### src/rtl/rs_pkg.sv
package rs_pkg;
  typedef enum logic [2:0] {
    ST_OFF       = 3'd0,
    ST_POS_START = 3'd1,
    ST_NEG_START = 3'd2,
    ST_RUN       = 3'd3,
    ST_FAULT     = 3'd4
  } rs_state_e;
endpackage

### src/rtl/rs_phase_timer.sv
module rs_phase_timer #(
  parameter int W = 8
) (
  input  logic         clk,
  input  logic         rst_n,
  input  logic         clr,
  input  logic         run,
  output logic [W-1:0] cnt
);
  localparam logic [W-1:0] CMAX = {W{1'b1}};

  logic [W-1:0] cnt_q, cnt_d;
  logic         cnt_en;

  always_comb begin
    cnt_en = clr | (run & (cnt_q != CMAX));
    cnt_d  = clr ? '0 : cnt_q + 1'b1;
  end

  always_ff @(posedge clk or negedge rst_n) begin
    if (!rst_n)      cnt_q <= '0;
    else if (cnt_en) cnt_q <= cnt_d;
  end

  assign cnt = cnt_q;

  p_clr_zero_r10: assert property (@(posedge clk) disable iff (!rst_n)
    clr |=> (cnt_q == '0));
endmodule

### src/rtl/rs_persist_filter.sv
module rs_persist_filter #(
  parameter int LIMIT = 3
) (
  input  logic clk,
  input  logic rst_n,
  input  logic arm,
  input  logic cond,
  output logic trip
);
  localparam int PW = (LIMIT < 2) ? 1 : $clog2(LIMIT);
  localparam logic [PW-1:0] LAST = PW'(LIMIT - 1);

  logic [PW-1:0] cnt_q, cnt_d;
  logic          at_last;

  always_comb begin
    at_last = (cnt_q == LAST);
    if (!(arm && cond))  cnt_d = '0;
    else if (at_last)    cnt_d = cnt_q;
    else                 cnt_d = cnt_q + 1'b1;
    trip = arm && cond && at_last;
  end

  always_ff @(posedge clk or negedge rst_n) begin
    if (!rst_n) cnt_q <= '0;
    else        cnt_q <= cnt_d;
  end

  p_cnt_bound_r7: assert property (@(posedge clk) disable iff (!rst_n)
    cnt_q <= LAST);
  p_drop_restart_r7: assert property (@(posedge clk) disable iff (!rst_n)
    (arm && !cond) |=> (cnt_q == '0));
endmodule

### src/rtl/rs_seq_fsm.sv
module rs_seq_fsm
  import rs_pkg::*;
#(
  parameter int W = 8,
  parameter logic [W-1:0] NEG_AT   = '0,
  parameter logic [W-1:0] EARLY_AT = '0,
  parameter logic [W-1:0] LATE_AT  = '0
) (
  input  logic         clk,
  input  logic         rst_n,
  input  logic         enable_i,
  input  logic         uvlo_i,
  input  logic         pos_ok_i,
  input  logic         neg_ok_i,
  input  logic         neg_high_i,
  input  logic [W-1:0] phase_cnt,
  input  logic         trip_any,
  output logic         tmr_clr,
  output logic         tmr_run,
  output logic         filt_arm,
  output logic         pos_en_o,
  output logic         soft_start_o,
  output logic         neg_en_o,
  output logic         disconnect_o,
  output logic         fault_o
);
  rs_state_e state_q, state_d;

  always_comb begin
    state_d = state_q;
    if (uvlo_i || !enable_i) begin
      state_d = ST_OFF;
    end else begin
      case (state_q)
        ST_OFF:       state_d = ST_POS_START;
        ST_POS_START: if (phase_cnt == NEG_AT) state_d = ST_NEG_START;
        ST_NEG_START: begin
          if (phase_cnt == EARLY_AT && (!pos_ok_i || neg_high_i))
            state_d = ST_FAULT;
          else if (phase_cnt == LATE_AT)
            state_d = neg_ok_i ? ST_RUN : ST_FAULT;
        end
        ST_RUN:       if (trip_any) state_d = ST_FAULT;
        ST_FAULT:     state_d = ST_FAULT;
        default:      state_d = ST_OFF;
      endcase
    end
  end

  always_ff @(posedge clk or negedge rst_n) begin
    if (!rst_n) state_q <= ST_OFF;
    else        state_q <= state_d;
  end

  always_comb begin
    tmr_clr      = (state_q == ST_OFF);
    tmr_run      = (state_q == ST_POS_START) || (state_q == ST_NEG_START);
    filt_arm     = (state_q == ST_RUN);
    pos_en_o     = tmr_run || (state_q == ST_RUN);
    soft_start_o = (state_q == ST_POS_START);
    neg_en_o     = (state_q == ST_NEG_START) || (state_q == ST_RUN);
    disconnect_o = (state_q == ST_OFF) || (state_q == ST_FAULT);
    fault_o      = (state_q == ST_FAULT);
  end

  p_neg_needs_pos_r2: assert property (@(posedge clk) disable iff (!rst_n)
    neg_en_o |-> pos_en_o);
  p_soft_alone_r2: assert property (@(posedge clk) disable iff (!rst_n)
    soft_start_o |-> (pos_en_o && !neg_en_o));
  p_fault_outputs_r8: assert property (@(posedge clk) disable iff (!rst_n)
    fault_o |-> (!pos_en_o && !neg_en_o && disconnect_o));
  p_fault_latch_r8: assert property (@(posedge clk) disable iff (!rst_n)
    (fault_o && enable_i && !uvlo_i) |=> fault_o);
  p_uvlo_off_r9: assert property (@(posedge clk) disable iff (!rst_n)
    uvlo_i |=> (!pos_en_o && !neg_en_o && !fault_o && disconnect_o));
  p_en_low_off_r10: assert property (@(posedge clk) disable iff (!rst_n)
    !enable_i |=> (!pos_en_o && !fault_o));
endmodule

### src/rtl/rail_seq_supervisor.sv
module rail_seq_supervisor #(
  parameter int T_NEG_TICKS     = 8000,
  parameter int T_EARLY_TICKS   = 10000,
  parameter int T_LATE_TICKS    = 20000,
  parameter int T_PERSIST_TICKS = 3000
) (
  input  logic clk,
  input  logic rst_n,
  input  logic enable_i,
  input  logic uvlo_i,
  input  logic pos_ok_i,
  input  logic pos_short_i,
  input  logic neg_ok_i,
  input  logic neg_high_i,
  output logic pos_en_o,
  output logic soft_start_o,
  output logic neg_en_o,
  output logic disconnect_o,
  output logic fault_o
);
  localparam int TW = $clog2(T_LATE_TICKS + 1);
  localparam logic [TW-1:0] NEG_AT   = TW'(T_NEG_TICKS - 1);
  localparam logic [TW-1:0] EARLY_AT = TW'(T_EARLY_TICKS - 1);
  localparam logic [TW-1:0] LATE_AT  = TW'(T_LATE_TICKS - 1);
  localparam int NFILT = 2;

  logic [TW-1:0]    phase_cnt;
  logic             tmr_clr, tmr_run, filt_arm;
  logic [NFILT-1:0] filt_cond, filt_trip;

  assign filt_cond = {neg_high_i, pos_short_i};

  rs_phase_timer #(.W(TW)) u_timer (
    .clk   (clk),
    .rst_n (rst_n),
    .clr   (tmr_clr),
    .run   (tmr_run),
    .cnt   (phase_cnt)
  );

  for (genvar g = 0; g < NFILT; g++) begin : g_filt
    rs_persist_filter #(.LIMIT(T_PERSIST_TICKS)) u_filt (
      .clk   (clk),
      .rst_n (rst_n),
      .arm   (filt_arm),
      .cond  (filt_cond[g]),
      .trip  (filt_trip[g])
    );
  end

  rs_seq_fsm #(
    .W        (TW),
    .NEG_AT   (NEG_AT),
    .EARLY_AT (EARLY_AT),
    .LATE_AT  (LATE_AT)
  ) u_fsm (
    .clk          (clk),
    .rst_n        (rst_n),
    .enable_i     (enable_i),
    .uvlo_i       (uvlo_i),
    .pos_ok_i     (pos_ok_i),
    .neg_ok_i     (neg_ok_i),
    .neg_high_i   (neg_high_i),
    .phase_cnt    (phase_cnt),
    .trip_any     (|filt_trip),
    .tmr_clr      (tmr_clr),
    .tmr_run      (tmr_run),
    .filt_arm     (filt_arm),
    .pos_en_o     (pos_en_o),
    .soft_start_o (soft_start_o),
    .neg_en_o     (neg_en_o),
    .disconnect_o (disconnect_o),
    .fault_o      (fault_o)
  );
endmodule

### config.mk
export PLATFORM = sky130hd
export DESIGN_NAME = rail_seq_supervisor
export DESIGN_NICKNAME = d
export VERILOG_FILES = /design/src/rtl/rs_pkg.sv /design/src/rtl/rs_phase_timer.sv /design/src/rtl/rs_persist_filter.sv /design/src/rtl/rs_seq_fsm.sv /design/src/rtl/rail_seq_supervisor.sv
export SDC_FILE = /design/constraint.sdc
export NUM_CORES = 1
export LEC_CHECK = 0
export BUFFER_PORTS_ARGS = -buffer_cell sky130_fd_sc_hd__buf_2
export CORE_AREA = 3 3 80 100
export DETAILED_ROUTE_END_ITERATION = 10
export DIE_AREA = 0 0 83 103
export SYNTH_ARGS = -nofsm -noshare
export SYNTH_HDL_FRONTEND = slang
export SYNTH_SLANG_ARGS = --single-unit
### constraint.sdc
create_clock -name clk -period 3.8 [get_ports clk]
set_input_delay 0.76 -clock clk [delete_from_list [all_inputs] [get_ports clk]]
set_output_delay 0.76 -clock clk [all_outputs]
set_load 0.02 [all_outputs]
==> results of run 1 <==
## registers in the layout, indices dropped and copies added (netlist names)
signal	flops
u_fsm.state_q	3
u_timer.cnt	15
g_filt.u_filt.cnt_q	24
## metal layers
metal / wire, um / GRT usage, %
met4: 85 / 4.78
met1: 2200 / 14.8
met2: 2220 / 21.0
met5: 0 / 0
met3: 120 / 2.24
## kinds of logic after synthesis
kind of cell             Yosys count
multiplexers                       5
XOR/XNOR                          24
flip-flops                        42
buffers and inverters             14
AO/OA/AOI/OAI                     32
adder cells (fa/ha/maj)            3
AND/OR/NAND/NOR                  133
## where the power goes
part           internal [mW]  switching, mW
Clock                  0.263          0.160
Sequential             0.449        0.00528
Combinational         0.0164         0.0346
Total                  0.728          0.200
## area by class of cell
cell class	instances	share of cell area (%)
Clock buffer	5	2.58
Sequential cell	42	39.4
Inverter	6	0.844
Multi-Input combinational cell	197	47.9
Clock inverter	3	2.58
Timing Repair Buffer	13	2.53
Tap cell	90	4.22
## cell usage after synthesis, types with 3 or more instances
library cell	number	area, um2
mux2i_1	5	50.1
nor2_1	38	143
nand4_1	9	56.3
ha_1	3	37.5
o211ai_1	4	30.0
nand3_1	16	80.1
a31oi_1	3	18.8
or3_1	5	31.3
o21ai_0	4	20.0
nor3_1	9	45.0
nand2b_1	3	18.8
and3_1	6	37.5
a21o_1	3	22.5
and4_1	4	35.0
and2_1	4	25.0
xor2_1	12	105
a21oi_1	9	45.0
nor4bb_1	3	30.0
clkbuf_1	4	15.0
dfrtp_1	42	1050
xnor2_1	12	105
nand2_1	19	71.3
inv_1	5	18.8
## how the worst min path moves through the flow
| stage | start | end | cells past startpoint |
|---|---|---|---|
| 4_1_cts | u_timer.cnt[3] | u_timer.cnt[3] | 1 |
| 5_1_grt | u_timer.cnt[7] | u_timer.cnt[7] | 1 |
| 6_report | u_timer.cnt[3] | u_timer.cnt[3] | 1 |
| 3_5_place_dp | u_timer.cnt[3] | u_timer.cnt[3] | 1 |
| 3_3_place_gp | u_timer.cnt[3] | u_timer.cnt[3] | 1 |
| 2_1_floorplan | rst_n | g_filt[0].u_filt.cnt_q[0] | 0 |
## worst max-delay path, delay by kind of cell, from the launching register on
family                 cells  cell delay, ns
DFF                        1            0.51
and+or+nand+nor            1            0.41
buffers and inverters      1            0.24
## stage by stage
step / util [%] / instance area, um2 / setup slack, ns
5_1_grt: 37.8 / 2670 / 1.43
4_1_cts: 37.8 / 2670 / 1.56
3_5_place_dp: 35.8 / 2530 / 1.90
3_3_place_gp: 35.8 / 2530 / 1.92
6_report: 37.8 / 2670 / 1.58
2_1_floorplan: - / 2400 / 1.80
==> key figures, run 1 <==
Outcome
  • Run status: finished, final reports clean

Setup path
  • CP max stage delay: ~0.51 ns
  • Crit end category: primary output
  • R2R cell count: 5
  • Crit-path cells: nor2b_1 -> buf_2
  • CP endpoint: neg_en_o
  • Required time of the critical path: 3.04 ns
  • Crit path launch: u_fsm.state_q[1]
  • Flop-to-flop setup slack: around 1.9 ns
  • Startpoint Class: register
  • Crit Path Max Fanout: 10
  • Slowest CP cell: dfrtp_1
  • RR Startpoint: u_fsm.state_q[0]
  • RR Endpoint: u_timer.cnt[5]
  • WP data arrival: 1.46 ns
  • Critical Setup Path Class: reg2out

Placement
  • Port buffer count: 12
  • Hpwl dp: between 3000 and 4000 um
  • GP Congestion: 0.868
  • Placed cell count: 348

Finish
  • Most common cell after layout, fill and taps aside: dfrtp_1
  • N_diodes: 0
  • Layout cells sized above 1: 12.8%
  • Commonest non-fill, non-tap cells in the layout: dfrtp_1, nor2_1, nand2_1
  • Fillers: 728
  • # nets final: 276
  • Area of the multi-input gates: roughly 1300 um2
  • Final Instance Count excl. Fillers: 356
  • Storage cell area: 1050 um2
  • Area grow syn2layout: 11.3%

Pwr
  • PwrDens: 348 nW/um2
  • Worst vdd ir: around 0.22 mV
  • Pwr Total: 929 uW
  • LEAKAGE: 1.12 nW

Logic synthesis
  • Ys Warns: 0
  • Synth Cell Area: 2400 um2
  • Mux share of post-synthesis cell area: 2.09%
  • Syn Inst Count: around 250
  • Register bit total from synthesis: 42
  • Post-synthesis xor/xnor area fraction: 8.77%
  • Syn_nets: roughly 260
  • Main synth FF type: dfrtp_1
  • Compound-cell area share of the yosys netlist: just under 9%
  • Largest family of logic cells by synthesized area: simple AND/OR/NAND/NOR gates
  • Post-synthesis cell type count: 47
  • Async S/R FF share, synth: 100%
  • Post-Synth Simple-Gate Area: between 30% and 40%
  • Synthesized area per cell: 9.48 um2
  • Post-synth EDFFs: 0
  • Synth Area in Adders: 1.57%
  • Register area share after synthesis: 43.8%

CTS
  • Clock Pin Slew Worst Setup and Hold Paths: 0.08 ns
  • Post-CTS Setup Inserts: 0
  • CTS resizes: 0
  • Sink Count: 42
  • Number of hold buffers added after cts: 0
  • Longest Clk Path Bufs: 2
  • CTS tree: yes
  • Worst-skew pair later-pin latency: 0.30 ns
  • H-tree levels: 2
  • CTS Buf Count: 5
  • Root Buffer: clkbuf_8

Timing
  • RSZ-0062 raised after global routing: false
  • Hold WS: around 0.53 ns
  • Setup TNS: 0 ns
  • Hold Violations, Final: 0
  • Final setup violation count: 0
  • Final Max Slew Viols: 0
  • Max Clock Freq: 0.451 GHz
  • Measured slew at the worst slew-check pin: 0.924 ns
  • Post-Route Skew: 0.0133 ns
  • Post-layout min period: 2.22 ns
  • Worst slew margin: about two fifths
  • Final Cycle Share: approximately 58%

Detailed routing
  • Router iterations before antenna repair: 4
  • Total Wirelength: roughly 4600 um
  • Detail Route Antenna Nets: 0
  • Via count: roughly 1800
  • Avg WL per Cell: 13.0 um
  • Via/cell ratio: between 5 and 6
  • Drt drc: 0
  • Detailed Route Iter0 Violations: 59

Global route
  • Number of global-route vias before repair: 1811
  • Initial antenna violation count: 0
  • Wire length of the first global-routing pass: ~8400 um
  • GRT overflow: 0
  • Largest net degree at the start of global routing: 43
  • Tot GR Track Use: 12.0%

Worst hold path
  • Worst hold path type: reg2reg

Die
  • Full die area: 8550 um2
  • Initial core utilization: around 34%
  • Placeable Area: between 7000 and 8000 um2
  • FP Rows: 34
  • Ports: 13
  • Die Span Y: 103 um
  • Die Width: 83 um

Job
  • Max Cap Violations: 0
Note: power is estimated with default switching activity, not from simulation.
==> run 2, diff against run 1 <==
Clock period 3.8 ns to 2.1 ns, I/O delays scaled along.
==> key figures, run 2 (synthesis gave the netlist of run 1 again) <==
Outcome
  • Run status: finished, final reports clean

Setup path
  • Crit-path cells: nor2b_1 -> buf_2
  • CP bufs+invs: 1
  • Crit Path Max Fanout: 13
  • RR Endpoint: u_fsm.state_q[1]
  • WP data arrival: about 1.5 ns
  • RR Startpoint: g_filt[1].u_filt.cnt_q[3]
  • Crit path launch: u_fsm.state_q[2]
  • R2R cell count: 5
  • Crit end category: primary output
  • Cell family with most CP delay: flip-flops
  • Startpoint Class: register
  • Required time of the critical path: 1.68 ns
  • Slowest CP cell: dfrtp_1
  • Flop-to-flop setup slack: 0.36 ns
  • CP max stage delay: 0.53 ns
  • Critical Setup Path Class: reg2out

Global route
  • GRT overflow: 0
  • Tot GR Track Use: 12.3%
  • Initial antenna violation count: 0
  • Wire length of the first global-routing pass: between 8000 and 9000 um
  • Largest net degree at the start of global routing: 43
  • Number of global-route vias before repair: roughly 1900

Timing
  • Max Clock Freq: ~0.54 GHz
  • Measured slew at the worst slew-check pin: approximately 0.54 ns
  • Final Max Slew Viols: 0
  • Worst slew margin: 64.2%
  • Hold Violations, Final: 0
  • Setup TNS: 0 ns
  • Final Cycle Share: roughly 89%
  • Post-Route Skew: 0.0126 ns
  • Setup ws final: 0.234 ns
  • Hold WS: 0.180 ns
  • RSZ-0062 raised after global routing: false
  • Final setup violation count: 0
  • Post-layout min period: 1.87 ns

Detailed routing
  • Detailed Route Iter0 Violations: 61
  • Via count: 1858
  • Wire length on met2: 2330 um
  • Total Wirelength: 4720 um
  • Detail Route Antenna Nets: 0
  • Top Layer Used: met4
  • Drt drc: 0
  • Metal3 WL: 147 um
  • Avg WL per Cell: 13.0 um
  • Router iterations before antenna repair: 4
  • M1 WL: 2170 um
  • Via/cell ratio: 5.12

CTS
  • Longest Clk Path Bufs: 2
  • Post-CTS Setup Inserts: 0
  • CTS Buf Count: 5
  • Worst-skew pair later-pin latency: 0.30 ns
  • Number of hold buffers added after cts: 0
  • CTS resizes: 0
  • CTS tree: yes
  • Root Buffer: clkbuf_8
  • Clock Pin Slew Worst Setup and Hold Paths: 0.10 ns
  • H-tree levels: 2
  • Sink Count: 42

Finish
  • Storage cell area: 1050 um2
  • Most flop-heavy register: g_filt.u_filt.cnt_q
  • Area of the multi-input gates: 1280 um2
  • Layout cells sized above 1: 15.0%
  • # nets final: 283
  • Commonest non-fill, non-tap cells in the layout: dfrtp_1, nor2_1, nand2_1
  • Most common cell after layout, fill and taps aside: dfrtp_1
  • Post-route cell area: 2680 um2
  • Fillers: 744
  • Area grow syn2layout: 11.7%
  • N_diodes: 0
  • Max FFs per register: 24

Die
  • Initial core utilization: 33.9%
  • Die Span Y: between 100 and 150 um
  • Die Width: a little over 80 um
  • Ports: 13
  • FP Rows: 34
  • Placeable Area: between 7000 and 8000 um2
  • Full die area: between 8000 and 9000 um2

Pwr
  • Worst vdd ir: 0.281 mV
  • PwrDens: 549 nW/um2
  • LEAKAGE: 1.14 nW

Job
  • Max Cap Violations: 0

Placement
  • Dpl cell area: between 2000 and 3000 um2
  • Port buffer count: 12
  • Post-Place Worst Slack: roughly 0.35 ns
  • GP Congestion: 0.839
  • Hpwl dp: 3420 um

Worst hold path
  • Worst hold path type: in2async
[run 2: cell types whose count changed in the layout (fill, tap and decap cells not counted)]
cell	change
inv_6	+1
bufinv_16	-2
clkinvlp_4	+1
buf_4	+7
[run 2: through the flow]
step                      cells  util, %  total power, mW
after floorplan             253        -            0.891
after global placement      355     36.6            0.935
after detailed placement    355     36.6            0.937
after CTS                   363     37.9             1.50
after global routing        363     37.9             1.53
final                       363     37.9             1.47
[run 2: report_power, final]
part | total, mW | leakage [nW] | internal [mW] | switching (mW)
clock network | 0.552 | 0.0447 | 0.240 | 0.311
logic | 0.101 | 0.504 | 0.0330 | 0.0684
registers | 0.817 | 0.586 | 0.812 | 0.00545
total | 1.47 | 1.14 | 1.09 | 0.385
[run 2: routing by layer]
metal | GRT usage (%) | up-vias
met5 | 0 | -
met4 | 5.66 | 0
met3 | 2.24 | 5
met2 | 21.3 | 38
met1 | 15.1 | 878
li1 | - | 937
[run 2: how the worst max path moves through the flow]
stage	to	slack, ns	cells past startpoint
after floorplan	u_fsm.state_q[1]	0.31	5
after detailed placement	u_fsm.state_q[0]	0.35	6
after global placement	g_filt[1].u_filt.cnt_q[1]	0.39	5
after global routing	neg_en_o	0.07	2
final	neg_en_o	0.23	2
after CTS	neg_en_o	0.23	2
[run 2: area by class of cell]
| type | count | share of cell area, % |
|---|---|---|
| multi-input cells | 197 | 47.7 |
| flip-flops and latches | 42 | 39.3 |
| repair buffers | 20 | 4.49 |
| well taps | 90 | 4.21 |
| clock buffers | 5 | 2.57 |
| clock inverters | 3 | 0.935 |
| inverters | 6 | 0.841 |
==> run 3, diff against run 2 <==
Settings changed: CORE_AREA 3 3 80 100 to 3 3 80 101, DIE_AREA 0 0 83 103 to 0 0 83 104, SYNTH_HIERARCHICAL set to 1.
Clock period 2.1 ns to 1.7 ns, I/O delays scaled along.
==> key figures, run 3 <==
Finish
  • Post-route cell area: 3500 um2
  • Max FFs per register: 24
  • Area grow syn2layout: 42.9%
  • Layout cells sized above 1: 39.6%
  • Commonest non-fill, non-tap cells in the layout: buf_4, dfrtp_1, nand2_1
  • Final Instance Count excl. Fillers: 451
  • # nets final: between 300 and 400
  • Most common cell after layout, fill and taps aside: buf_4
  • Most flop-heavy register: g_filt.u_filt/cnt_q
  • Fillers: 689
  • Finished Core Util: 48.1%
  • N_diodes: 0
  • Area of the multi-input gates: 1500 um2
  • Storage cell area: 1050 um2

Logic synthesis
  • Register bit total from synthesis: between 40 and 50
  • Count leader, synth: dfrtp_1
  • Synth Cell Area: 2450 um2
  • Post-synth EDFFs: 0
  • Ys Warns: 6
  • Post-synthesis cell type count: 57
  • Cell taking the most area after synthesis: dfrtp_1
  • Async S/R FF share, synth: 100%
  • Register area share after synthesis: about 43%
  • Most instantiated cells after synthesis: dfrtp_1, nand2_1, a21oi_1
  • Main area contributors after synthesis: dfrtp_1, a21oi_1, nand3_1, nand2_1, mux2i_1
  • Main synth FF type: dfrtp_1
  • Syn_nets: 273
  • Synthesized area per cell: a little over 9 um2
  • Top cell type's share of synthesized area: 42.9%
  • Syn Inst Count: 262

Placement
  • Port buffer count: 12
  • GP Congestion: 0.835
  • Placed cell count: 437
  • Hpwl dp: 4570 um
  • Dpl cell area: 3250 um2

Detailed routing
  • Total Wirelength: 6220 um
  • Detailed Route Iter0 Violations: 90
  • Detail Route Antenna Nets: 0
  • Avg WL per Cell: 13.8 um
  • Via/cell ratio: 5.24
  • Via count: 2362
  • Drt drc: 0
  • Router iterations before antenna repair: 5

Timing
  • RSZ-0062 raised after global routing: true
  • Post-Route Skew: roughly 0.012 ns
  • Final Max Slew Viols: 0
  • Post-layout min period: 2.25 ns
  • Hold Violations, Final: 0
  • Setup ws final: -0.546 ns
  • Max Clock Freq: 0.445 GHz
  • Final setup violation count: 7
  • Final Cycle Share: 132%
  • Worst slew margin: 68.0%
  • Measured slew at the worst slew-check pin: 0.480 ns

CTS
  • Sink Count: between 40 and 50
  • H-tree levels: 2
  • Longest Clk Path Bufs: 2
  • Clock Pin Slew Worst Setup and Hold Paths: 0.08 ns
  • Root Buffer: clkbuf_8
  • Worst-skew pair later-pin latency: 0.30 ns
  • CTS tree: yes
  • CTS Buf Count: 5

Setup path
  • CP bufs+invs: 1
  • RR Startpoint: g_filt[1].u_filt/cnt_q[6]
  • Crit-path cells: or4b_4 -> or4_4 -> nor2_2 -> or2_1 -> inv_1 -> a22o_4 -> a21oi_2 -> mux2i_1
  • R2R cell count: 8
  • Crit end category: register
  • RR Endpoint: u_fsm/state_q[1]
  • Critical Setup Path Class: reg2reg
  • Slowest CP cell: or4b_4
  • Startpoint Class: register
  • WP data arrival: around 2.5 ns
  • Crit Path Max Fanout: 3
  • Cell family with most CP delay: simple AND/OR/NAND/NOR gates
  • Required time of the critical path: about 1.9 ns
  • CP max stage delay: between 0.5 and 0.6 ns
  • Flop-to-flop setup slack: -0.55 ns

Pwr
  • Pwr Total: 1.89 mW
  • PwrDens: ~540 nW/um2
  • Worst vdd ir: roughly 0.33 mV
  • LEAKAGE: 1.47 nW

Die
  • FP Rows: 35
  • Die Width: 83 um
  • Die Span Y: 104 um
  • Initial core utilization: 33.7%
  • Placeable Area: 7270 um2
  • Full die area: 8630 um2
  • Ports: 13

Worst hold path
  • Hold Crit Start: uvlo_i
  • Hold Path End: u_fsm/state_q[1]
  • Worst hold path type: in2reg
  • Hold path cells: 3

Global route
  • Tot GR Track Use: 14.8%
  • Number of global-route vias before repair: 2325
  • Initial antenna violation count: 0
  • Largest net degree at the start of global routing: 24
  • Wire length of the first global-routing pass: around 11000 um
  • GRT overflow: 0

Outcome
  • Run status: finished, violations left
  • Failing checks: setup timing

Job
  • Max Cap Violations: 0
==> run 3: cell types whose count changed in the layout (fill, tap and decap cells not counted), sizes merged, moves of 9 or more <==
cell   previous run  this run
a21oi            10        21
buf              20        92
nor2             38        18
o21ai             7        17
or3               5        14
xnor2            12         1
xor2             12         2
==> run 3: cells by family (layout without fill, tap and decap cells) <==
group	Yosys count	in the layout	synth area share, %
compound gates	56	56	13.7
mux	11	11	4.81
fa+ha+maj	3	3	1.53
simple gates	139	139	34.7
buf+inv	8	105	1.28
xor+xnor	3	3	1.07
flops	42	42	42.9
==> run 3: power breakdown <==
| group | total (mW) | internal, mW | switching, mW |
|---|---|---|---|
| Combinational | 0.188 | 0.0880 | 0.100 |
| Sequential | 1.01 | 1.00 | 0.00700 |
| Clock | 0.695 | 0.327 | 0.368 |
| Total | 1.89 | 1.42 | 0.475 |
==> run 3: timing repair <==
action | 4_1_cts | 5_1_grt
gates cloned | 0 | 0
buffers inserted | 0 | 7
endpoints found under the setup margin | 12 | 23
hold endpoints to repair | 5 | 0
hold buffers | 1 | 0
pin swaps | 1 | 10
gates resized for setup | 9 | 19
==> run 3: metal layers <==
layer	track usage [%]	vias to the layer above	part of all wire, %
met2	24.3	25	51
met4	5.26	0	1.0
met1	19.5	1142	47
met3	2.77	6	1.7
li1	-	1189	-
met5	0	-	0
==> run 3: worst reg2reg max path, stage by stage (launching register included) <==
cell and delay (ns):
dfrtp_1 0.38, or4b_4 0.54, or4_4 0.43, nor2_2 0.11, or2_1 0.11, inv_1 0.05, a22o_4 0.26, a21oi_2 0.12
mux2i_1 0.18
==> run 3: metrics by stage <==
stage	TNS, ns	setup WS [ns]	hold WS (ns)
4_1_cts	-1.86	-0.547	0.316
3_3_place_gp	-1.56	-0.527	0.328
5_1_grt	-2.55	-0.631	0.321
2_1_floorplan	-1.31	-0.445	0.0444
6_report	-1.72	-0.546	0.324
3_5_place_dp	-1.60	-0.525	0.329
==> run 3: layout make-up <==
| type | count | area share, % |
|---|---|---|
| Timing Repair Buffer | 93 | 20.5 |
| Multi-Input combinational cell | 212 | 43.0 |
| Tap cell | 92 | 3.29 |
| Inverter | 4 | 0.429 |
| Sequential cell | 42 | 30.1 |
| Clock inverter | 2 | 0.358 |
| Clock buffer | 6 | 2.36 |
==> run 3: how the worst max path moves through the flow <==
stage               depth (start not counted)                       from  slack (ns)          endpoint
detailed placement                          8  g_filt[1].u_filt/cnt_q[6]       -0.52  u_fsm/state_q[0]
CTS                                         8  g_filt[0].u_filt/cnt_q[6]       -0.55  u_fsm/state_q[0]
global route                                8  g_filt[1].u_filt/cnt_q[6]       -0.63  u_fsm/state_q[1]
finish                                      8  g_filt[1].u_filt/cnt_q[6]       -0.55  u_fsm/state_q[1]
global placement                            8  g_filt[1].u_filt/cnt_q[6]       -0.53  u_fsm/state_q[1]
floorplan                                   8  g_filt[1].u_filt/cnt_q[6]       -0.44  u_fsm/state_q[1]
